$ cat config.mk
export PLATFORM = sky130hd
export DESIGN_NAME = rob_core
export DESIGN_NICKNAME = d
export VERILOG_FILES = /design/src/rtl/rob_pkg.sv /design/src/rtl/rob_alloc_ctl.sv /design/src/rtl/rob_retire_pick.sv /design/src/rtl/rob_core.sv
export SDC_FILE = /design/constraint.sdc
export NUM_CORES = 1
export LEC_CHECK = 0
export BUFFER_PORTS_ARGS = -buffer_cell sky130_fd_sc_hd__buf_4
export CAP_MARGIN = 20
export CORE_ASPECT_RATIO = 1.25
export CORE_MARGIN = 2
export CORE_UTILIZATION = 48
export DETAILED_ROUTE_END_ITERATION = 7
export PLACE_DENSITY = 0.64
export RECOVER_POWER = 100
export SYNTH_ARGS = -nofsm -noshare
export SYNTH_HDL_FRONTEND = slang
export SYNTH_HIERARCHICAL = 1
export SYNTH_SLANG_ARGS = --single-unit
$ cat constraint.sdc
create_clock -name clk -period 9.11 [get_ports clk]
set_input_delay 1.3665 -clock clk [delete_from_list [all_inputs] [get_ports clk]]
set_output_delay 1.3665 -clock clk [all_outputs]
set_load 0.01 [all_outputs]
$ cat src/rtl/rob_pkg.sv
package rob_pkg;
  typedef enum logic [1:0] {
    WK_NONE = 2'd0,
    WK_INT  = 2'd1,
    WK_FP   = 2'd2
  } wr_kind_e;
endpackage

$ cat src/rtl/rob_alloc_ctl.sv
// Whole-group dispatch admission against the registered occupancy.
module rob_alloc_ctl #(
  parameter int DEPTH  = 16,
  parameter int DISP_W = 4,
  localparam int PTR_W = $clog2(DEPTH) + 1,
  localparam int CNT_W = $clog2(DISP_W + 1)
) (
  input  logic [DISP_W-1:0] req,
  input  logic [PTR_W-1:0]  occ,
  input  logic              block,
  output logic              ok,
  output logic [CNT_W-1:0]  n_alloc
);
  logic [CNT_W-1:0] n_req;
  logic [PTR_W-1:0] free_slots;

  always_comb begin
    n_req      = CNT_W'($countones(req));
    free_slots = PTR_W'(DEPTH) - occ;
    ok         = !block && (PTR_W'(n_req) <= free_slots);
    n_alloc    = ok ? n_req : '0;
  end
endmodule

$ cat src/rtl/rob_retire_pick.sv
// Chooses the in-order run of oldest entries that may retire this cycle.
module rob_retire_pick #(
  parameter int RET_W  = 4,
  parameter int INT_WP = 2,
  parameter int FP_WP  = 2,
  localparam int CNT_W = $clog2(RET_W + 1)
) (
  input  logic [RET_W-1:0]   live,
  input  logic [RET_W-1:0]   ready,
  input  logic [2*RET_W-1:0] kind,
  output logic [RET_W-1:0]   take,
  output logic [CNT_W-1:0]   n_take
);
  import rob_pkg::*;

  always_comb begin
    logic [CNT_W-1:0] c_int;
    logic [CNT_W-1:0] c_fp;
    logic             stop;
    logic [1:0]       k;
    c_int  = '0;
    c_fp   = '0;
    stop   = 1'b0;
    take   = '0;
    n_take = '0;
    for (int i = 0; i < RET_W; i++) begin
      k = kind[2*i +: 2];
      if (!stop && live[i] && ready[i] &&
          !(k == WK_INT && c_int >= CNT_W'(INT_WP)) &&
          !(k == WK_FP  && c_fp  >= CNT_W'(FP_WP))) begin
        take[i] = 1'b1;
        n_take  = n_take + 1'b1;
        if (k == WK_INT) c_int = c_int + 1'b1;
        if (k == WK_FP)  c_fp  = c_fp + 1'b1;
      end else begin
        stop = 1'b1;
      end
    end
  end

  // the chosen lanes always form a run starting at the oldest lane
  always_comb begin
    assert_pick_run_R4: assert ((take & (take + 1'b1)) == '0);
  end
endmodule

$ cat src/rtl/rob_core.sv
module rob_core #(
  parameter int DEPTH  = 16,
  parameter int DISP_W = 4,
  parameter int RET_W  = 4,
  parameter int FIN_N  = 4,
  parameter int INT_WP = 2,
  parameter int FP_WP  = 2,
  localparam int IDX_W = $clog2(DEPTH),
  localparam int PTR_W = IDX_W + 1
) (
  input  logic                   clk,
  input  logic                   rst,
  input  logic [DISP_W-1:0]      disp_valid,
  input  logic [2*DISP_W-1:0]    disp_kind,
  input  logic [DISP_W-1:0]      disp_br,
  output logic                   disp_ok,
  output logic [IDX_W-1:0]       disp_tag_base,
  input  logic [FIN_N-1:0]       fin_valid,
  input  logic [FIN_N*IDX_W-1:0] fin_tag,
  input  logic [FIN_N-1:0]       fin_exc,
  input  logic                   br_valid,
  input  logic [IDX_W-1:0]       br_tag,
  input  logic                   br_mispredict,
  output logic [RET_W-1:0]       ret_valid,
  output logic [RET_W*IDX_W-1:0] ret_tag,
  output logic [2*RET_W-1:0]     ret_kind,
  output logic                   exc_valid,
  output logic [IDX_W-1:0]       exc_tag
);
  import rob_pkg::*;

  localparam int DCNT_W = $clog2(DISP_W + 1);
  localparam int RCNT_W = $clog2(RET_W + 1);

  // Pointers carry one extra wrap bit; occupancy is their difference.
  logic [PTR_W-1:0] head_q, tail_q, head_d, tail_d, occ;

  // Per-slot state. Slot arrays are written with no reset; a slot is
  // cleared when it is claimed, and liveness comes from the pointers.
  logic       done_q [DEPTH];
  logic       fault_q[DEPTH];
  logic       isbr_q [DEPTH];
  logic [1:0] kind_q [DEPTH];

  logic [IDX_W-1:0]     head_idx, tail_idx;
  logic [RET_W-1:0]     win_live, win_ready, take;
  logic [2*RET_W-1:0]   win_kind;
  logic [RET_W*IDX_W-1:0] win_tag;
  logic [RCNT_W-1:0]    n_take;
  logic [DCNT_W-1:0]    n_alloc;
  logic                 flush_all, squash, alloc_ok;
  logic [IDX_W-1:0]     br_off;

  assign occ      = tail_q - head_q;
  assign head_idx = head_q[IDX_W-1:0];
  assign tail_idx = tail_q[IDX_W-1:0];
  assign disp_tag_base = tail_idx;

  function automatic logic in_flight(input logic [IDX_W-1:0] tag,
                                     input logic [IDX_W-1:0] hidx,
                                     input logic [PTR_W-1:0] cnt);
    logic [IDX_W-1:0] off;
    off = tag - hidx;
    return ({1'b0, off} < cnt);
  endfunction

  // Window of the oldest RET_W slots
  always_comb begin
    for (int i = 0; i < RET_W; i++) begin
      logic [IDX_W-1:0] idx;
      idx                       = head_idx + IDX_W'(i);
      win_live[i]               = PTR_W'(i) < occ;
      win_ready[i]              = done_q[idx] && !fault_q[idx];
      win_kind[2*i +: 2]        = kind_q[idx];
      win_tag[IDX_W*i +: IDX_W] = idx;
    end
  end

  // The oldest slot is done and faulted: report it and drop everything.
  assign flush_all = (occ != '0) && done_q[head_idx] && fault_q[head_idx];
  assign squash    = br_valid && br_mispredict && !flush_all;
  assign br_off    = br_tag - head_idx;

  rob_alloc_ctl #(.DEPTH(DEPTH), .DISP_W(DISP_W)) u_alloc (
    .req     (disp_valid),
    .occ     (occ),
    .block   (flush_all || (br_valid && br_mispredict)),
    .ok      (alloc_ok),
    .n_alloc (n_alloc)
  );
  assign disp_ok = alloc_ok;

  rob_retire_pick #(.RET_W(RET_W), .INT_WP(INT_WP), .FP_WP(FP_WP)) u_pick (
    .live   (win_live),
    .ready  (win_ready),
    .kind   (win_kind),
    .take   (take),
    .n_take (n_take)
  );

  always_comb begin
    head_d = head_q + PTR_W'(n_take);
    if (flush_all)
      tail_d = head_q;
    else if (squash)
      tail_d = head_q + PTR_W'(br_off) + PTR_W'(1);
    else
      tail_d = tail_q + PTR_W'(n_alloc);
  end

  always_ff @(posedge clk) begin
    if (rst) begin
      head_q    <= '0;
      tail_q    <= '0;
      ret_valid <= '0;
      ret_tag   <= '0;
      ret_kind  <= '0;
      exc_valid <= 1'b0;
      exc_tag   <= '0;
    end else begin
      head_q    <= head_d;
      tail_q    <= tail_d;
      ret_valid <= take;
      ret_tag   <= win_tag;
      ret_kind  <= win_kind;
      exc_valid <= flush_all;
      exc_tag   <= head_idx;
    end
  end

  // Slot state: finish reports, branch resolution, then allocation.
  always_ff @(posedge clk) begin
    for (int p = 0; p < FIN_N; p++) begin
      logic [IDX_W-1:0] ft;
      ft = fin_tag[IDX_W*p +: IDX_W];
      if (fin_valid[p] && in_flight(ft, head_idx, occ) && !isbr_q[ft]) begin
        done_q[ft]  <= 1'b1;
        fault_q[ft] <= fin_exc[p];
      end
    end
    if (br_valid && in_flight(br_tag, head_idx, occ) && isbr_q[br_tag])
      done_q[br_tag] <= 1'b1;
    for (int i = 0; i < DISP_W; i++) begin
      if (DCNT_W'(i) < n_alloc) begin
        done_q[tail_idx + IDX_W'(i)]  <= 1'b0;
        fault_q[tail_idx + IDX_W'(i)] <= 1'b0;
        isbr_q[tail_idx + IDX_W'(i)]  <= disp_br[i];
        kind_q[tail_idx + IDX_W'(i)]  <= disp_kind[2*i +: 2];
      end
    end
  end

  // Assertion helpers on the registered retire outputs
  logic [RCNT_W-1:0] ret_int_n, ret_fp_n;
  always_comb begin
    ret_int_n = '0;
    ret_fp_n  = '0;
    for (int i = 0; i < RET_W; i++) begin
      if (ret_valid[i] && ret_kind[2*i +: 2] == WK_INT) ret_int_n = ret_int_n + 1'b1;
      if (ret_valid[i] && ret_kind[2*i +: 2] == WK_FP)  ret_fp_n  = ret_fp_n + 1'b1;
    end
  end

  assert_no_overflow_R1: assert property (@(posedge clk) disable iff (rst)
    occ <= PTR_W'(DEPTH));
  assert_ret_run_R4: assert property (@(posedge clk) disable iff (rst)
    (ret_valid & (ret_valid + 1'b1)) == '0);
  assert_int_ports_R5: assert property (@(posedge clk) disable iff (rst)
    ret_int_n <= RCNT_W'(INT_WP));
  assert_fp_ports_R5: assert property (@(posedge clk) disable iff (rst)
    ret_fp_n <= RCNT_W'(FP_WP));
  assert_exc_quiet_R8: assert property (@(posedge clk) disable iff (rst)
    exc_valid |-> (ret_valid == '0));
  assert_exc_pulse_R8: assert property (@(posedge clk) disable iff (rst)
    exc_valid |=> !exc_valid);
endmodule

# Word level (Yosys, flattened, before mapping)
# Memory sizes are Yosys's and may differ from the RTL's. A register that Yosys moved wholly into a read port is not among the register bits.
# Cells that the tools add are included.
[word_totals]
in_bits = 48
mem_bits_rw = 80
output_inout_bits = 38
mem_bits_ro = 0
latchBits = 0
reg_bits = 43
memories = 4
word_cells = 171
[op_classes]
n_bitwise = 0
muxes = 47
reduce_logical = 58
shifts = 0
n_addsub = 27
n_div = 0
eq_ne = 8
order_cmp = 20
n_mul = 0
[mem_list]
columns = ["name", "words", "width", "rd", "rd_clocked_by_memory_dff", "wr", "line", "text"]
rows = [
  ["kind_q", 16, 2, 4, 1, 4, "rob_core.sv:43", "logic [1:0] kind_q [DEPTH];"],
  ["done_q", 16, 1, 4, 1, 9, "rob_core.sv:40", "logic done_q [DEPTH];"],
  ["fault_q", 16, 1, 4, 1, 8, "rob_core.sv:41", "logic fault_q[DEPTH];"],
  ["isbr_q", 16, 1, 5, 0, 4, "rob_core.sv:42", "logic isbr_q [DEPTH];"],
]
[ops]
columns = ["cell", "count"]
rows = [
  ["logical AND 1 bit", 38],
  ["two-way mux 3 bit", 12],
  ["two-way mux 1 bit", 30],
  ["less-than comparator 4 x 5 -> 1 bit", 5],
  ["adder 3 x 1 -> 3 bit (second input constant)", 7],
  ["subtractor 4 bit", 5],
  [">= comparator 3 x 2 -> 1 bit (second input constant)", 6],
  ["zero test 1 bit", 18],
  ["adder 4 x 2 -> 4 bit (second input constant)", 4],
  ["two-way mux 4 bit", 3],
  ["adder 5 x 3 -> 5 bit", 2],
  ["less-than comparator 1 x 5 -> 1 bit (first input constant)", 2],
  ["less-than comparator 2 x 5 -> 1 bit (first input constant)", 2],
  ["two-way mux 5 bit", 2],
  ["adder 4 x 1 -> 4 bit (second input constant)", 2],
  ["equality test 2 x 1 -> 1 bit (second input constant)", 4],
  ["equality test 2 bit (second input constant)", 4],
  ["less-than comparator 1 x 3 -> 1 bit (first input constant)", 2],
  ["less-than comparator 2 x 3 -> 1 bit (first input constant)", 2],
  ["adder 5 x 1 -> 5 bit (second input constant)", 1],
  ["adder 5 x 4 -> 5 bit", 1],
  ["less-or-equal comparator 3 x 5 -> 1 bit", 1],
  ["nonzero test 5 bit", 1],
  ["subtractor 5 bit", 1],
  ["4 further kinds", 5],
]

# Longest topological paths before layout
# Gate-level depths: netlist of the first run.
[depth]
word_depth = 24
mapped_depth = 30
mapped_depth_nobuf = 27

# Hierarchy
# Netlist of the first run, hierarchy kept.
[modules_own_cells]
columns = ["mod", "seq_area_each_um2", "cells_each", "instances", "area_per_inst_um2"]
rows = [
  ["rob_core", 2822.7, 1294, 1, 11483.5],
  ["rob_retire_pick", 0.0, 49, 1, 395.4],
  ["rob_alloc_ctl", 0.0, 25, 1, 216.5],
]

# Worst setup path after synthesis of the first run
# OpenSTA, ideal clock, no wires.
[synth_timing]
kind = "reg2reg"
start = "register head_q[1]"
end = "register head_q[4]"
arrival_time_ps = 6613
n_path_buf = 5
path_slack_ps = 2369
required_time_ps = 8982
setup_time_ps = 128
path_stages_with_launch = 28
period_less_slack_ps = 6741
path_cell_list = "dfxtp_1 clkbuf_1 buf_1 clkbuf_1 clkbuf_1 inv_1 fa_1 a21o_1 a21oi_1 xnor2_1 clkbuf_1 nor4_1 nand2_1 nand2_1 nor3b_1 ha_1 a22o_2 ha_1 nor2_1 a2bb2oi_4 o2111ai_4 or3_1 a21oi_1 ha_1 nor2b_1 o21ai_0 xor2_1 nor2_1"
[synth_between]
elab_cells_between_ends = 81
cone_classes = "add/sub (12); order compare (10); eq/ne (6); mux (17); reduce/logical (33); memory (3)"
[synth_rtl]
columns = ["item", "line", "text"]
rows = [
  ["from (decl)", "rob_core.sv:36", "logic [PTR_W-1:0] head_q, tail_q, head_d, tail_d, occ;"],
  ["from (signal assigned)", "rob_core.sv:113", "head_q <= '0;"],
  ["from (signal assigned)", "rob_core.sv:121", "head_q <= head_d;"],
  ["adder 4 x 2 -> 4 bit (*)", "rob_core.sv:71", "idx = head_idx + IDX_W'(i);"],
  ["via win_tag[9]", "rob_core.sv:48", "logic [RET_W*IDX_W-1:0] win_tag;"],
  ["memory (16 x 2 bit) / memory (16 x 1 bit) (equally long branches)", "--", ""],
  ["equality test 2 x 1 -> 1 bit / zero test 1 bit (equally long branches)", "rob_retire_pick.sv:29, rob_retire_pick.sv:33, rob_core.sv:73", ""],
  ["logical AND 1 bit (on tied branches)", "rob_retire_pick.sv:29, rob_core.sv:73", ""],
  ["zero test 1 bit / logical AND 1 bit (equally long branches)", "rob_retire_pick.sv:29, rob_retire_pick.sv:28", ""],
  ["logical AND 1 bit", "rob_retire_pick.sv:28", "if (!stop && live[i] && ready[i] &&"],
  ["logical AND 1 bit", "rob_retire_pick.sv:29", "!(k == WK_INT && c_int >= CNT_W'(INT_WP)) &&"],
  ["two-way mux 3 bit / two-way mux 1 bit (equally long branches)", "rob_retire_pick.sv:28", ""],
  [">= comparator 3 x 2 -> 1 bit / zero test 1 bit (equally long branches)", "rob_retire_pick.sv:29, rob_retire_pick.sv:28", ""],
  ["logical AND 1 bit (on tied branches)", "rob_retire_pick.sv:29, rob_retire_pick.sv:28", ""],
  ["zero test 1 bit / logical AND 1 bit (equally long branches)", "rob_retire_pick.sv:29, rob_retire_pick.sv:28", ""],
  ["logical AND 1 bit", "rob_retire_pick.sv:28", ""],
  ["logical AND 1 bit", "rob_retire_pick.sv:29", ""],
  ["two-way mux 3 bit (*)", "rob_retire_pick.sv:28", ""],
  ["via n_take[2]", "rob_core.sv:49", "logic [RCNT_W-1:0] n_take;"],
  ["adder 5 x 3 -> 5 bit (*)", "rob_core.sv:102", "head_d = head_q + PTR_W'(n_take);"],
]
# Mark *: on every way through the listed nets, which the timed path passes. The rest lies on a longest branch.
# A chain may end at the register's enable or synchronous reset.

# Worst setup path after layout of the first run
[layout_timing]
start = "register tail_q[0]"
end = "register head_q[4]"
[layout_between]
elab_chain_cells = 23
elab_cells_between_ends = 63
cone_classes = "add/sub (9); order compare (10); mux (17); reduce/logical (27)"
[layout_lines]
columns = ["item", "line", "text"]
rows = [
  ["from (decl)", "rob_core.sv:36", ""],
  ["from (signal assigned)", "rob_core.sv:122", "tail_q <= tail_d;"],
  ["subtractor 5 bit (*)", "rob_core.sv:54", "assign occ = tail_q - head_q;"],
  ["via occ[3]", "rob_core.sv:36", ""],
  ["less-than comparator 1 x 5 -> 1 bit (*)", "rob_core.sv:72", "win_live[i] = PTR_W'(i) < occ;"],
  ["via win_live[0]", "rob_core.sv:46", "logic [RET_W-1:0] win_live, win_ready, take;"],
  ["logical AND 1 bit (*)", "rob_retire_pick.sv:28", ""],
  ["two-way mux 1 bit", "rob_retire_pick.sv:28", ""],
  [">= comparator 3 x 2 -> 1 bit", "rob_retire_pick.sv:29", ""],
  ["logical AND 1 bit", "rob_retire_pick.sv:29", ""],
  ["[... 10 more ...]", "--", ""],
  [">= comparator 3 x 2 -> 1 bit / zero test 1 bit (equally long branches)", "rob_retire_pick.sv:29, rob_retire_pick.sv:28", ""],
  ["logical AND 1 bit (on tied branches)", "rob_retire_pick.sv:29, rob_retire_pick.sv:28", ""],
  ["zero test 1 bit / logical AND 1 bit (equally long branches)", "rob_retire_pick.sv:29, rob_retire_pick.sv:28", ""],
  ["logical AND 1 bit", "rob_retire_pick.sv:28", ""],
  ["logical AND 1 bit", "rob_retire_pick.sv:29", ""],
  ["two-way mux 3 bit (*)", "rob_retire_pick.sv:28", ""],
  ["via n_take[2]", "rob_core.sv:49", ""],
  ["adder 5 x 3 -> 5 bit (*)", "rob_core.sv:102", ""],
]
# Marks and branches as above.

==> results of run 1 <==
-- path summary, 6_finish.rpt --
kind | end | from
min reg2reg | done_q[10] | done_q[10]
min | done_q[10] | done_q[10]
max | head_q[4] | tail_q[0]
max reg2reg | head_q[4] | tail_q[0]
-- report_power, final --
group          switching (W)  leakage (nW)  total, W  internal [W]
combinational        0.00113          3.57   0.00184      0.000713
clock               0.000245         0.307  0.000724      0.000479
sequential          0.000148          1.01  0.000865      0.000717
-- cell type report --
class,count,area [um2]
clock buffer,19,432.9
tap,330,412.9
fill,2321,11420
inverter,72,270.3
timing repair buffer,100,596.8
multi-input combinational,1086,8521
clock inverter,13,186.4
sequential,117,2826
-- worst reg2reg max path: stages, from the launching register on --
cell and delay, ns:
sky130_fd_sc_hd__dfxtp_1 0.30, sky130_fd_sc_hd__clkbuf_1 1.14, sky130_fd_sc_hd__inv_1 0.50, sky130_fd_sc_hd__ha_1 0.37, sky130_fd_sc_hd__nand3b_1 0.19, sky130_fd_sc_hd__a21boi_2 0.39
sky130_fd_sc_hd__nor2_1 0.23, sky130_fd_sc_hd__nor4_1 0.47, sky130_fd_sc_hd__nand2_1 0.22, sky130_fd_sc_hd__nand2_1 0.18, sky130_fd_sc_hd__nor3b_1 0.09, sky130_fd_sc_hd__ha_1 0.27
sky130_fd_sc_hd__a22o_2 0.24, sky130_fd_sc_hd__ha_1 0.29, sky130_fd_sc_hd__nor2_1 0.11, sky130_fd_sc_hd__a2bb2oi_1 0.20, sky130_fd_sc_hd__o2111ai_1 0.30, sky130_fd_sc_hd__or3_1 0.44
sky130_fd_sc_hd__a21oi_1 0.19, sky130_fd_sc_hd__ha_1 0.28, sky130_fd_sc_hd__nor2b_1 0.16, sky130_fd_sc_hd__o21ai_0 0.18, sky130_fd_sc_hd__xor2_1 0.17, sky130_fd_sc_hd__nor2_1 0.05
-- cell families after synthesis --
group | share of synthesized area (%)
buf+inv | 5.927
simple gates | 22.02
flops | 23.34
fa+ha+maj | 7.572
mux | 21.89
xor+xnor | 2.390
compound gates | 16.86
-- cell usage in the layout (no fill, tap or decap), drive strengths merged, types with 19 or more instances in the layout --
cell type | netlist | layout
o21ai | 76 | 76
nand3 | 35 | 35
nand4 | 22 | 22
edfxtp | 48 | 48
nor4 | 20 | 20
inv | 72 | 72
a211oi | 19 | 19
a21oi | 57 | 57
nor2 | 120 | 120
mux2 | 41 | 41
clkbuf | 64 | 60
nand2 | 117 | 117
a31oi | 31 | 31
ha | 54 | 54
buf | 28 | 59
xnor2 | 25 | 25
nor2b | 41 | 41
nor3 | 41 | 41
nand2b | 28 | 28
dfxtp | 69 | 69
mux2i | 56 | 56
mux4 | 72 | 72
-- stage by stage --
stage / instances / util, % / setup WS [ns] / hold WS [ns]
2_1_floorplan: 1368 / - / 2.369 / 0.4701
3_3_place_gp: 1704 / 51.96 / 2.901 / 0.4912
3_5_place_dp: 1704 / 51.96 / 2.791 / 0.4967
4_1_cts: 1736 / 54.47 / 2.758 / 0.5044
5_1_grt: 1737 / 53.71 / 1.452 / 0.5250
6_report: 1737 / 53.71 / 1.982 / 0.5032
-- registers in the layout (all words and copies together) (netlist names) --
register and count:
done_q 16, exc_valid 1, fault_q 16, head_q 5, isbr_q 16, kind_q 32
ret_kind 8, ret_tag 14, ret_valid 4, tail_q 5
-- routing by layer --
metal	wire, um	share of wire (%)	vias up	track usage (%)
met5	0	0	-	0
met3	3989	8.8	160	5.477
met4	2917	6.5	0	19.38
met2	21010	47	732	55.92
li1	-	-	5193	-
met1	17250	38	5600	42.58
==> parameters.txt, run 1 <==
Parameter                              Value

STA
  Max_slew headroom ... -20.68%
  Count of final setup violators ... 0
  Clock tree skew after final layout ... 0.01027 ns
  Unrepaired setup endpoints after global routing ... no
  Final clock period utilization by the worst path ... 78.25%
  Final hold vios ... 0
  Transition time at the pin with the least slew margin ... 1.808 ns
  Slew Viols, Final ... 99
  Total negative slack for setup checks ... 0 ns
  Highest clock rate ... 140.3 MHz
  Tmin final ... 7.128 ns

CTS
  Hold-fix buffers at CTS ... 0
  Clk_lat worst skew ... 0.43 ns
  Clk sinks ... 117
  Post-CTS clock slew at the launch and capture registers of the worst setup and hold paths ... 0.05 ns
  Clock root cell ... sky130_fd_sc_hd__clkbuf_16
  Setup repair bufs after CTS ... 0
  CTS H-Tree Depth ... 4
  TritonCTS Buffers ... 17
  Longest Clk Path Bufs ... 2
  Post-cts repair resize count ... 0
  Clock tree from TritonCTS ... built

Outcome
  Violations in the final reports ... capacitance limit, slew limit
  Outcome ... finished, violations left

Place
  Placed wire-length estimate ... 34,830 um
  Routability cong. ... 1.051
  Area post-placement ... 0.01281 mm2
  Number of buffer cells added on primary ports ... 85

GRT
  First-pass GRT wire length ... 68,740 um
  Via count of the first global-routing pass ... 11,320
  Pin count of the biggest net entering global routing ... 65
  Residual overflow from global routing ... 0
  Overall track demand over capacity in global routing ... 34.02%
  Initial antenna violation count ... 0

Die
  Die area ... 0.02649 mm2
  Chip Width ... 146.0 um
  Core area ... 0.02466 mm2
  Boundary pin count ... 86
  FP Rows ... 64
  Initial core utilization ... 49.04%
  Overall die height ... 181.5 um

Power
  Total power consumption of the routed design ... 0.003431 W
  Maximum vdd ir drop ... 163.6 uV
  Leakage dissipation ... 4.884 nW
  Power per Cell Area ... 259.0 mW/mm2

Synthesis
  Mean instance size in the synthesized netlist ... 8.842 um2
  Cell count after synthesis ... 1,368
  Netlist area before placement ... 0.01210 mm2
  Synth top area share ... 13.22%
  Most numerous cell types in the synthesized netlist ... 120 x sky130_fd_sc_hd__nor2_1, 117 x sky130_fd_sc_hd__nand2_1, 74 x sky130_fd_sc_hd__o21ai_0, 71 x sky130_fd_sc_hd__mux4_2, 70 x sky130_fd_sc_hd__inv_1
  Count of flip-flops with a built-in enable after synthesis ... 48
  Synth Flop Type ... sky130_fd_sc_hd__dfxtp_1
  Dominant cell by count in the synthesized netlist ... sky130_fd_sc_hd__nor2_1
  Flip-flop and latch count after synthesis ... 117
  Top post-synthesis cells by area ... sky130_fd_sc_hd__mux4_2 13%, sky130_fd_sc_hd__edfxtp_1 12%, sky130_fd_sc_hd__dfxtp_1 11%
  Share of synthesized registers carrying an async set or reset ... 0%
  YS warnings ... 6
  Post-Syn Nets ... 1,480
  Count of distinct cell types in the synthesized netlist ... 98
  Post-synth top area cell ... sky130_fd_sc_hd__mux4_2
  Sequential fraction of the synthesis area ... 23.34%

Route
  Number of optimization iterations in the first detailed-route pass ... 5
  Vias per cell ... 6.727
  Number of DRC violations after detailed routing ... 0
  Total wire length ... 45,170 um
  Initial DRC count ... 1,407
  Wire per inst ... 26.01 um
  Antenna violation net count after detailed routing ... 0
  Total vias in the final route ... 11,690

Layout
  Antenna diode count ... 0
  Area growth from synthesis to final layout ... 9.517%
  Post-route cell area ... 0.01325 mm2
  Ratio of cells with drive above 1 in the final layout ... 15.64%
  Final net count ... 1,506

Setup path
  Critical path class ... reg -> reg
  Number of cell instances on the worst register-to-register path ... 23
  Worst path slowest cell ... sky130_fd_sc_hd__clkbuf_1
  Logic depth of the worst path, buffers included ... 23
  Bufs and invs on worst path ... 2
  Critical-path maximum fanout ... 29
  Crit-path most repeated cell ... sky130_fd_sc_hd__ha_1
  Minimum setup slack among reg-to-reg paths ... 1.98 ns
  Crit path largest cell delay ... 1.14 ns
  Cell-by-cell listing of the critical path ... clkbuf_1 -> inv_1 -> ha_1 -> nand3b_1 -> a21boi_2 -> nor2_1 -> nor4_1 -> nand2_1 -> nand2_1 -> nor3b_1 -> ha_1 -> a22o_2 -> ha_1 -> nor2_1 -> a2bb2oi_1 -> o2111ai_1 -> or3_1 -> a21oi_1 -> ha_1 -> nor2b_1 -> o21ai_0 -> xor2_1 -> nor2_1
  Type of origin of the critical path ... register
  Category of the worst setup path capture point ... register
  Top delay family on crit path ... simple AND/OR/NAND/NOR gates
  Required time of the critical path ... 9.37 ns
  Worst endpoint data arrival time ... 7.39 ns

Hold path
  Worst hold path stage count ... 2
  Class of the most critical hold timing path ... reg -> reg

Flow run
  Total of max-cap violations ... 3
Power figures use the tool's default switching activity.
==> run 2, diff against run 1 <==
--- a/config.mk
+++ b/config.mk
@@ -11,7 +11,7 @@
 export CORE_MARGIN = 2
 export CORE_UTILIZATION = 48
 export DETAILED_ROUTE_END_ITERATION = 7
-export PLACE_DENSITY = 0.64
+export PLACE_DENSITY = 0.66
 export RECOVER_POWER = 100
 export SYNTH_ARGS = -nofsm -noshare
 export SYNTH_HDL_FRONTEND = slang
==> constraint.sdc (replaced) <==
create_clock -name clk -period 6.04 [get_ports clk]
set_input_delay 0.906 -clock clk [delete_from_list [all_inputs] [get_ports clk]]
set_output_delay 0.906 -clock clk [all_outputs]
set_load 0.01 [all_outputs]
==> run 2 against run 1 <==
Compared with the run above:
- critical path type unchanged
- the run still ends with capacitance limit, slew limit left
- die area unchanged
- first-iteration DRC count unchanged
- hold slack improved by 0.0017 ns
- routed wire length increased by 0.33%
- clock power increased by 53%
- via count increased by 0.21%
- global-route usage about the same
- sequential power increased by 56%
- total power increased by 53%
- design area increased by 1.5%
==> parameters.txt, run 2 (synthesized netlist as in run 1, its figures left out) <==
Parameter                              Value

Outcome
  Outcome ... finished, violations left
  Violations in the final reports ... capacitance limit, slew limit

Power
  Clock network fraction of total power ... 21.2% (about the same)
  Leakage dissipation ... 4.988 nW (+2.1%)
  Share of total power consumed by net switching ... 44.11% (-0.26 points)
  Internal cell power ... 0.002929 W (+53%)
  Part of the power in registers ... 25.8% (+0.6 points)
  Power per Cell Area ... 390.0 mW/mm2 (+51%)
  Maximum vdd ir drop ... 203.4 uV (+24%)
  Share of power burned in combinational logic ... 53.0% (-0.7 points)
  Sw Pwr ... 0.002312 W (+52%)

Route
  Number of optimization iterations in the first detailed-route pass ... 8 (+3)
  Wire per inst ... 25.74 um (-1.0%)
  Total wire length ... 45,320 um (+0.33%)
  Initial DRC count ... 1,407 (unchanged)
  Antenna violation net count after detailed routing ... 0 (unchanged)
  Vias per cell ... 6.649 (-1.2%)
  Number of DRC violations after detailed routing ... 0 (unchanged)
  Total vias in the final route ... 11,710 (+0.21%)

CTS
  Post-CTS clock slew at the launch and capture registers of the worst setup and hold paths ... 0.06 ns (about the same)
  TritonCTS Buffers ... 17 (unchanged)
  Clk_lat worst skew ... 0.43 ns (about the same)
  Post-cts repair resize count ... 0 (unchanged)
  CTS H-Tree Depth ... 4 (unchanged)
  Clock tree from TritonCTS ... built
  Clk sinks ... 117 (unchanged)
  Clock root cell ... sky130_fd_sc_hd__clkbuf_16
  Setup repair bufs after CTS ... 0 (unchanged)
  Hold-fix buffers at CTS ... 0 (unchanged)
  Longest Clk Path Bufs ... 2 (unchanged)

Setup path
  Launching point of the worst reg2reg path ... tail_q[0]
  Critical path class ... reg -> reg
  Crit-path most repeated cell ... sky130_fd_sc_hd__inv_1
  End of the worst register-to-register path ... kind_q[12][0]
  Number of cell instances on the worst register-to-register path ... 16 (-30%)
  Cell-by-cell listing of the critical path ... inv_1 -> ha_1 -> inv_1 -> fa_2 -> xnor2_1 -> inv_2 -> nor4_1 -> a21oi_1 -> a21o_1 -> nor3b_1 -> buf_4 -> nand2_1 -> nor3_1 -> nor2_1 -> o311ai_0 -> clkbuf_1
  Worst endpoint data arrival time ... 5.79 ns (-1.60 ns)
  Crit path largest cell delay ... 0.86 ns (-0.28 ns)
  Critical-path maximum fanout ... 12 (-59%)
  Required time of the critical path ... 6.12 ns (-3.25 ns)
  Category of the worst setup path capture point ... register
  Type of origin of the critical path ... register
  Minimum setup slack among reg-to-reg paths ... 0.33 ns (-1.65 ns)
  Worst path slowest cell ... sky130_fd_sc_hd__nor3_1

STA
  Worst hold margin ... 0.5049 ns (+0.001707 ns)
  Final clock period utilization by the worst path ... 94.49% (+16 points)
  Max_slew headroom ... -5.570% (+15 points)
  Total negative slack for setup checks ... 0 ns (unchanged)
  Final hold vios ... 0 (unchanged)
  Tmin final ... 5.707 ns (-1.421 ns)
  Count of final setup violators ... 0 (unchanged)
  Slew Viols, Final ... 38 (-62%)
  Clock tree skew after final layout ... 0.009565 ns (-0.0007047 ns)
  Unrepaired setup endpoints after global routing ... no
  Transition time at the pin with the least slew margin ... 1.584 ns (-0.2241 ns)
  Highest clock rate ... 175.2 MHz (+25%)

Die
  Initial core utilization ... 49.04% (unchanged)
  Chip Width ... 146.0 um (unchanged)
  Die area ... 0.02649 mm2 (unchanged)
  Overall die height ... 181.5 um (unchanged)
  Boundary pin count ... 86 (unchanged)
  Core area ... 0.02466 mm2 (unchanged)
  FP Rows ... 64 (unchanged)

GRT
  First-pass GRT wire length ... 68,630 um (-0.17%)
  Via count of the first global-routing pass ... 11,350 (+0.32%)
  Residual overflow from global routing ... 0 (unchanged)
  Pin count of the biggest net entering global routing ... 39 (-40%)
  Overall track demand over capacity in global routing ... 34.02% (about the same)
  Initial antenna violation count ... 1 (+1)

Place
  Placed wire-length estimate ... 35,620 um (+2.3%)
  Placed Instances ... 1,726 (+1.3%)
  Routability cong. ... 1.071 (+1.9%)
  Number of buffer cells added on primary ports ... 85 (unchanged)
  Area post-placement ... 0.01299 mm2 (+1.3%)

Layout
  Commonest non-fill, non-tap cells in the layout ... 120 x sky130_fd_sc_hd__nor2_1, 117 x sky130_fd_sc_hd__nand2_1, 79 x sky130_fd_sc_hd__buf_4
  Post-route cell area ... 0.01344 mm2 (+1.5%)
  Fill cell total of the finished layout ... 2,366 (+1.9%)
  Most common cell after layout, fill and taps aside ... sky130_fd_sc_hd__nor2_1
  Final net count ... 1,527 (+1.4%)
  Ratio of cells with drive above 1 in the final layout ... 17.44% (+1.8 points)
  Number of standard cells in the final layout excluding fillers ... 1,761 (+1.4%)
  Max reg flops ... 32 (unchanged)
  Area growth from synthesis to final layout ... 11.11%
  Largest register by flop count ... kind_q

Hold path
  Hold EP ... done_q[3]
  Class of the most critical hold timing path ... reg -> reg
  Worst hold path stage count ... 2 (unchanged)
  Startpoint of the lowest-slack hold path ... done_q[3]

Flow run
  Total of max-cap violations ... 1 (-2)
[run 2: cell types whose count changed in the layout (fill, tap and decap cells not counted), sizes merged]
cell | before | now
clkinv | 8 | 6
clkbuf | 60 | 61
inv | 72 | 71
diode | 0 | 3
clkinvlp | 0 | 3
buf | 59 | 79
[run 2: stage by stage]
| stage | setup slack (ns) | util (%) | power [W] |
|---|---|---|---|
| after global placement | 0.7090 | 52.65 | 0.004103 |
| final | 0.3328 | 54.49 | 0.005241 |
| after CTS | 0.6412 | 55.28 | 0.005244 |
| after detailed placement | 0.6508 | 52.65 | 0.004122 |
| after floorplan | 0.003280 | - | 0.003167 |
| after global routing | 0.06281 | 54.46 | 0.005501 |
[run 2: layer usage]
metal / track usage [%] / share of wire (%)
met2: 55.68 / 46
met3: 7.261 / 8.9
met4: 19.03 / 6.5
met1: 41.81 / 38
met5: 0 / 0
[run 2: worst max path at each step]
| stage | start | end | slack [ns] | cells past startpoint |
|---|---|---|---|---|
| floorplan | head_q[1] | head_q[4] | 0.003 | 23 |
| global placement | disp_valid[0] | kind_q[5][1] | 0.71 | 15 |
| detailed placement | disp_valid[0] | fault_q[5] | 0.65 | 17 |
| CTS | head_q[0] | head_q[4] | 0.64 | 20 |
| global route | tail_q[0] | kind_q[13][1] | 0.06 | 18 |
| finish | tail_q[0] | kind_q[12][0] | 0.33 | 16 |
[run 2: power by group through the flow]
stage | combinational [W] | clock, W | sequential [W]
floorplan | 0.00194 | 0 | 0.00123
finish | 0.00278 | 0.00111 | 0.00135
global placement | 0.00276 | 0 | 0.00135
detailed placement | 0.00277 | 0 | 0.00135
CTS | 0.00279 | 0.00112 | 0.00134
global route | 0.00298 | 0.00116 | 0.00136
[run 2: critical path, delay by kind of cell (launching register included)]
kind / cells / cell delay [ns]
compound gates: 3 / 0.82
buf+inv: 5 / 1.14
fa+ha+maj: 2 / 0.56
simple gates: 5 / 2.25
xor+xnor: 1 / 0.28
flops: 1 / 0.31
[run 2: final cells by class]
type                    instances  area (um2)  area share [%]
clock inverters                13       205.2           1.527
multi-input cells            1086        8518           63.38
clock buffers                  19       442.9           3.296
repair buffers                121       750.7           5.586
flip-flops and latches        117        2828           21.04
diodes                          3       7.507         0.05586
inverters                      72       274.0           2.039
well taps                     330       412.9           3.072
==> run 3, diff against run 2 <==
--- a/config.mk
+++ b/config.mk
@@ -5,6 +5,7 @@
 export SDC_FILE = /design/constraint.sdc
 export NUM_CORES = 1
 export LEC_CHECK = 0
+export ABC_AREA = 1
 export BUFFER_PORTS_ARGS = -buffer_cell sky130_fd_sc_hd__buf_4
 export CAP_MARGIN = 20
 export CORE_ASPECT_RATIO = 1.25
==> run 3 against run 2 <==
Compared with the run above:
- the flow now finishes without violations
- fmax increased by 3.9%
- synthesized area increased by 3.1%
- clock skew increased by 0.0038 ns
- sequential share of layout area decreased by 0.29 points
- routed wire length increased by 5.0%
- critical endpoint is now kind_q[11][1]
- global-route usage increased by 1.1 points
==> parameters.txt, run 3 <==
Parameter                              Value

Synthesis
  Post-synth top area cell ... sky130_fd_sc_hd__nand2_1
  Cell count after synthesis ... 2,035 (+49%)
  Share of synthesized area spent on multiplexers ... 1.765% (-20 points)
  Compound-gate portion of the synthesized area ... 16.94% (+0.079 points)
  Flip-flop and latch count after synthesis ... 117 (unchanged)
  Most numerous cell types in the synthesized netlist ... 475 x sky130_fd_sc_hd__nand2_1, 298 x sky130_fd_sc_hd__nor2_1, 278 x sky130_fd_sc_hd__inv_1, 194 x sky130_fd_sc_hd__nand3_1, 158 x sky130_fd_sc_hd__o21ai_0
  YS warnings ... 6 (unchanged)
  Count of flip-flops with a built-in enable after synthesis ... 48 (unchanged)
  Synth Flop Type ... sky130_fd_sc_hd__dfxtp_1
  Dominant cell by count in the synthesized netlist ... sky130_fd_sc_hd__nand2_1
  Share of synthesized registers carrying an async set or reset ... 0% (unchanged)
  Xor-xnor portion of the synthesized cell area ... 1.645% (-0.74 points)
  Top post-synthesis cells by area ... sky130_fd_sc_hd__nand2_1 14%, sky130_fd_sc_hd__edfxtp_1 12%, sky130_fd_sc_hd__dfxtp_1 11%
  Sequential fraction of the synthesis area ... 22.63% (-0.71 points)
  Simple-gate share of the synthesized area ... 37.78% (+16 points)
  Post-Synth Adder-Cell Area ... 7.021% (-0.55 points)
  Post-Syn Nets ... 2,147 (+45%)
  Synth top area share ... 14.29% (+1.1 points)
  Count of distinct cell types in the synthesized netlist ... 55 (-44%)
  Mean instance size in the synthesized netlist ... 6.130 um2 (-31%)
  Netlist area before placement ... 0.01247 mm2 (+3.1%)
  Dominant combinational cell family by area after synthesis ... simple AND/OR/NAND/NOR gates

Layout
  Largest register by flop count ... kind_q
  Number of standard cells in the final layout excluding fillers ... 2,436 (+38%)
  Final net count ... 2,195 (+44%)
  Fraction of the core area covered by cells at the end of the flow ... 52.87% (-1.6 points)
  Ratio of cells with drive above 1 in the final layout ... 9.113% (-8.3 points)
  Most common cell after layout, fill and taps aside ... sky130_fd_sc_hd__nand2_1
  Commonest non-fill, non-tap cells in the layout ... 479 x sky130_fd_sc_hd__nand2_1, 301 x sky130_fd_sc_hd__nor2_1, 280 x sky130_fd_sc_hd__inv_1
  Area growth from synthesis to final layout ... 9.188%
  Post-route cell area ... 0.01362 mm2 (+1.4%)
  Fill cell total of the finished layout ... 2,757 (+17%)
  Max reg flops ... 32 (unchanged)
  Antenna diode count ... 0 (-3)

STA
  Final clock period utilization by the worst path ... 90.93% (-3.6 points)
  Max_slew headroom ... 15.48% (+21 points)
  Worst hold margin ... 0.4981 ns (-0.006773 ns)
  Count of final setup violators ... 0 (unchanged)
  Highest clock rate ... 182.1 MHz (+3.9%)
  Unrepaired setup endpoints after global routing ... no
  Total negative slack for setup checks ... 0 ns (unchanged)
  Final hold vios ... 0 (unchanged)
  Transition time at the pin with the least slew margin ... 1.268 ns (-0.3158 ns)
  Slew Viols, Final ... 0 (-100%)
  Clock tree skew after final layout ... 0.01341 ns (+0.003842 ns)
  Tmin final ... 5.492 ns (-0.2150 ns)

Power
  Leakage dissipation ... 6.408 nW (+28%)
  Part of the power in registers ... 22.7% (-3.1 points)
  Sw Pwr ... 0.003007 W (+30%)
  Clock network fraction of total power ... 17.6% (-3.6 points)
  Share of total power consumed by net switching ... 52.48% (+8.4 points)
  Internal cell power ... 0.002723 W (-7.0%)
  Share of power burned in combinational logic ... 59.6% (+6.6 points)
  Maximum vdd ir drop ... 222.6 uV (+9.4%)
  Power per Cell Area ... 420.7 mW/mm2 (+7.9%)

CTS
  Clock root cell ... sky130_fd_sc_hd__clkbuf_16
  Post-CTS clock slew at the launch and capture registers of the worst setup and hold paths ... 0.06 ns (about the same)
  Clk_lat worst skew ... 0.42 ns (about the same)
  TritonCTS Buffers ... 17 (unchanged)
  Post-cts repair resize count ... 0 (unchanged)
  CTS H-Tree Depth ... 4 (unchanged)
  Hold-fix buffers at CTS ... 0 (unchanged)
  Setup repair bufs after CTS ... 0 (unchanged)
  Clk sinks ... 117 (unchanged)
  Longest Clk Path Bufs ... 2 (unchanged)
  Clock tree from TritonCTS ... built

Hold path
  Class of the most critical hold timing path ... reg -> reg
  Startpoint of the lowest-slack hold path ... done_q[6]
  Hold EP ... done_q[6]
  Worst hold path stage count ... 2 (unchanged)

GRT
  Initial antenna violation count ... 1 (unchanged)
  Via count of the first global-routing pass ... 12,740 (+12%)
  Pin count of the biggest net entering global routing ... 74 (+90%)
  First-pass GRT wire length ... 73,110 um (+6.5%)
  Residual overflow from global routing ... 0 (unchanged)
  Overall track demand over capacity in global routing ... 35.10% (+1.1 points)

Setup path
  Minimum setup slack among reg-to-reg paths ... 0.55 ns (+0.22 ns)
  Crit-path most repeated cell ... sky130_fd_sc_hd__nor2_1
  Number of cell instances on the worst register-to-register path ... 23 (+7)
  Category of the worst setup path capture point ... register
  Top delay family on crit path ... simple AND/OR/NAND/NOR gates
  Required time of the critical path ... 6.10 ns (-0.02 ns)
  Cell-by-cell listing of the critical path ... clkbuf_1 -> ha_1 -> a21oi_1 -> nand2_1 -> nand2_1 -> nand2_4 -> nor2_2 -> nand2_1 -> nor2_1 -> nand2_2 -> nand2_1 -> nand2_1 -> inv_1 -> nand2_1 -> nor2_1 -> nor2_1 -> nor2_1 -> inv_1 -> nor2_1 -> inv_1 -> nor2_1 -> nor2_1 -> nand3_1
  Worst endpoint data arrival time ... 5.55 ns (-0.24 ns)
  Crit path largest cell delay ... 0.53 ns (-0.33 ns)
  End of the worst register-to-register path ... kind_q[11][1]
  Type of origin of the critical path ... register
  Launching point of the worst reg2reg path ... tail_q[2]
  Critical-path maximum fanout ... 12 (unchanged)
  Bufs and invs on worst path ... 4 (-1)
  Critical path class ... reg -> reg
  Worst path slowest cell ... sky130_fd_sc_hd__clkbuf_1

Route
  Antenna violation net count after detailed routing ... 0 (unchanged)
  Number of optimization iterations in the first detailed-route pass ... 6 (-2)
  Wire per inst ... 19.53 um (-24%)
  Initial DRC count ... 1,813 (+29%)
  Vias per cell ... 5.709 (-14%)
  Total vias in the final route ... 13,910 (+19%)
  Total wire length ... 47,590 um (+5.0%)
  Number of DRC violations after detailed routing ... 0 (unchanged)

Place
  Routability cong. ... 1.091 (+1.8%)
  Number of buffer cells added on primary ports ... 85 (unchanged)
  Placed Instances ... 2,404 (+39%)
  Area post-placement ... 0.01322 mm2 (+1.8%)
  Placed wire-length estimate ... 37,640 um (+5.7%)

Die
  Boundary pin count ... 86 (unchanged)
  Core area ... 0.02576 mm2 (+4.5%)
  Overall die height ... 184.2 um (+1.5%)
  Chip Width ... 148.2 um (+1.5%)
  Die area ... 0.02730 mm2 (+3.1%)
  FP Rows ... 66 (+3.1%)
  Initial core utilization ... 48.42% (-0.62 points)

Flow run
  Total of max-cap violations ... 0 (-1)

Outcome
  Outcome ... finished, final reports clean
## run 3: cell count changes in the layout (fill, tap and decap cells not counted), sizes merged, moves of 72 or more
cell,previous run,this run
mux4,72,0
nand3,35,207
nand2,117,500
o21ai,76,177
nor2,120,329
inv,71,297
## run 3: final cells by class
cell class	instances	area (um2)	share of cell area, %
Sequential cell	117	2826	20.75
Tap cell	340	425.4	3.123
Multi-Input combinational cell	1553	8089	59.39
Timing Repair Buffer	97	585.6	4.299
Clock buffer	18	429.2	3.151
Clock inverter	14	150.1	1.102
Inverter	297	1115	8.185
## run 3: worst max path at each step
stage                   start       endpoint  slack (ns)  depth (start not counted)
detailed placement  head_q[0]      head_q[4]        0.83                         26
finish              tail_q[2]  kind_q[11][1]        0.55                         23
CTS                 head_q[0]      head_q[4]        0.79                         26
floorplan           head_q[1]      head_q[4]        0.50                         36
global placement    head_q[0]      head_q[4]        0.90                         26
global route        tail_q[2]  kind_q[11][1]        0.20                         23
## run 3: metal layers
| metal | share of wire, % | track usage [%] |
|---|---|---|
| met5 | 0.027 | 0 |
| met2 | 45 | 57.39 |
| met1 | 42 | 47.11 |
| met4 | 3.8 | 12.69 |
| met3 | 9.0 | 5.149 |
## run 3: cells by family after synthesis
kind of cell             Yosys count
multiplexers                      22
adder cells (fa/ha/maj)           64
buffers and inverters            365
AND/OR/NAND/NOR                 1073
flip-flops                       117
AO/OA/AOI/OAI                    374
XOR/XNOR                          20
## run 3: power by group through the flow
stage / Combinational [W] / Clock [W] / Sequential (W)
2_1_floorplan: 0.00256 / 0 / 0.00124
3_3_place_gp: 0.00338 / 0 / 0.00131
3_5_place_dp: 0.00341 / 0 / 0.00132
4_1_cts: 0.00343 / 0.00102 / 0.00130
5_1_grt: 0.00382 / 0.00105 / 0.00133
6_report: 0.00342 / 0.00101 / 0.00130
## run 3: through the flow
stage / power [W] / setup slack, ns
after floorplan: 0.003798 / 0.4968
after global placement: 0.004692 / 0.9026
after detailed placement: 0.004721 / 0.8349
after CTS: 0.005752 / 0.7899
after global routing: 0.006199 / 0.1989
final: 0.005730 / 0.5478
## run 3: worst min-delay path, stage by stage, from the launching register on
cell and delay, ns:
sky130_fd_sc_hd__dfxtp_1 0.32, sky130_fd_sc_hd__inv_1 0.05, sky130_fd_sc_hd__a31oi_1 0.07
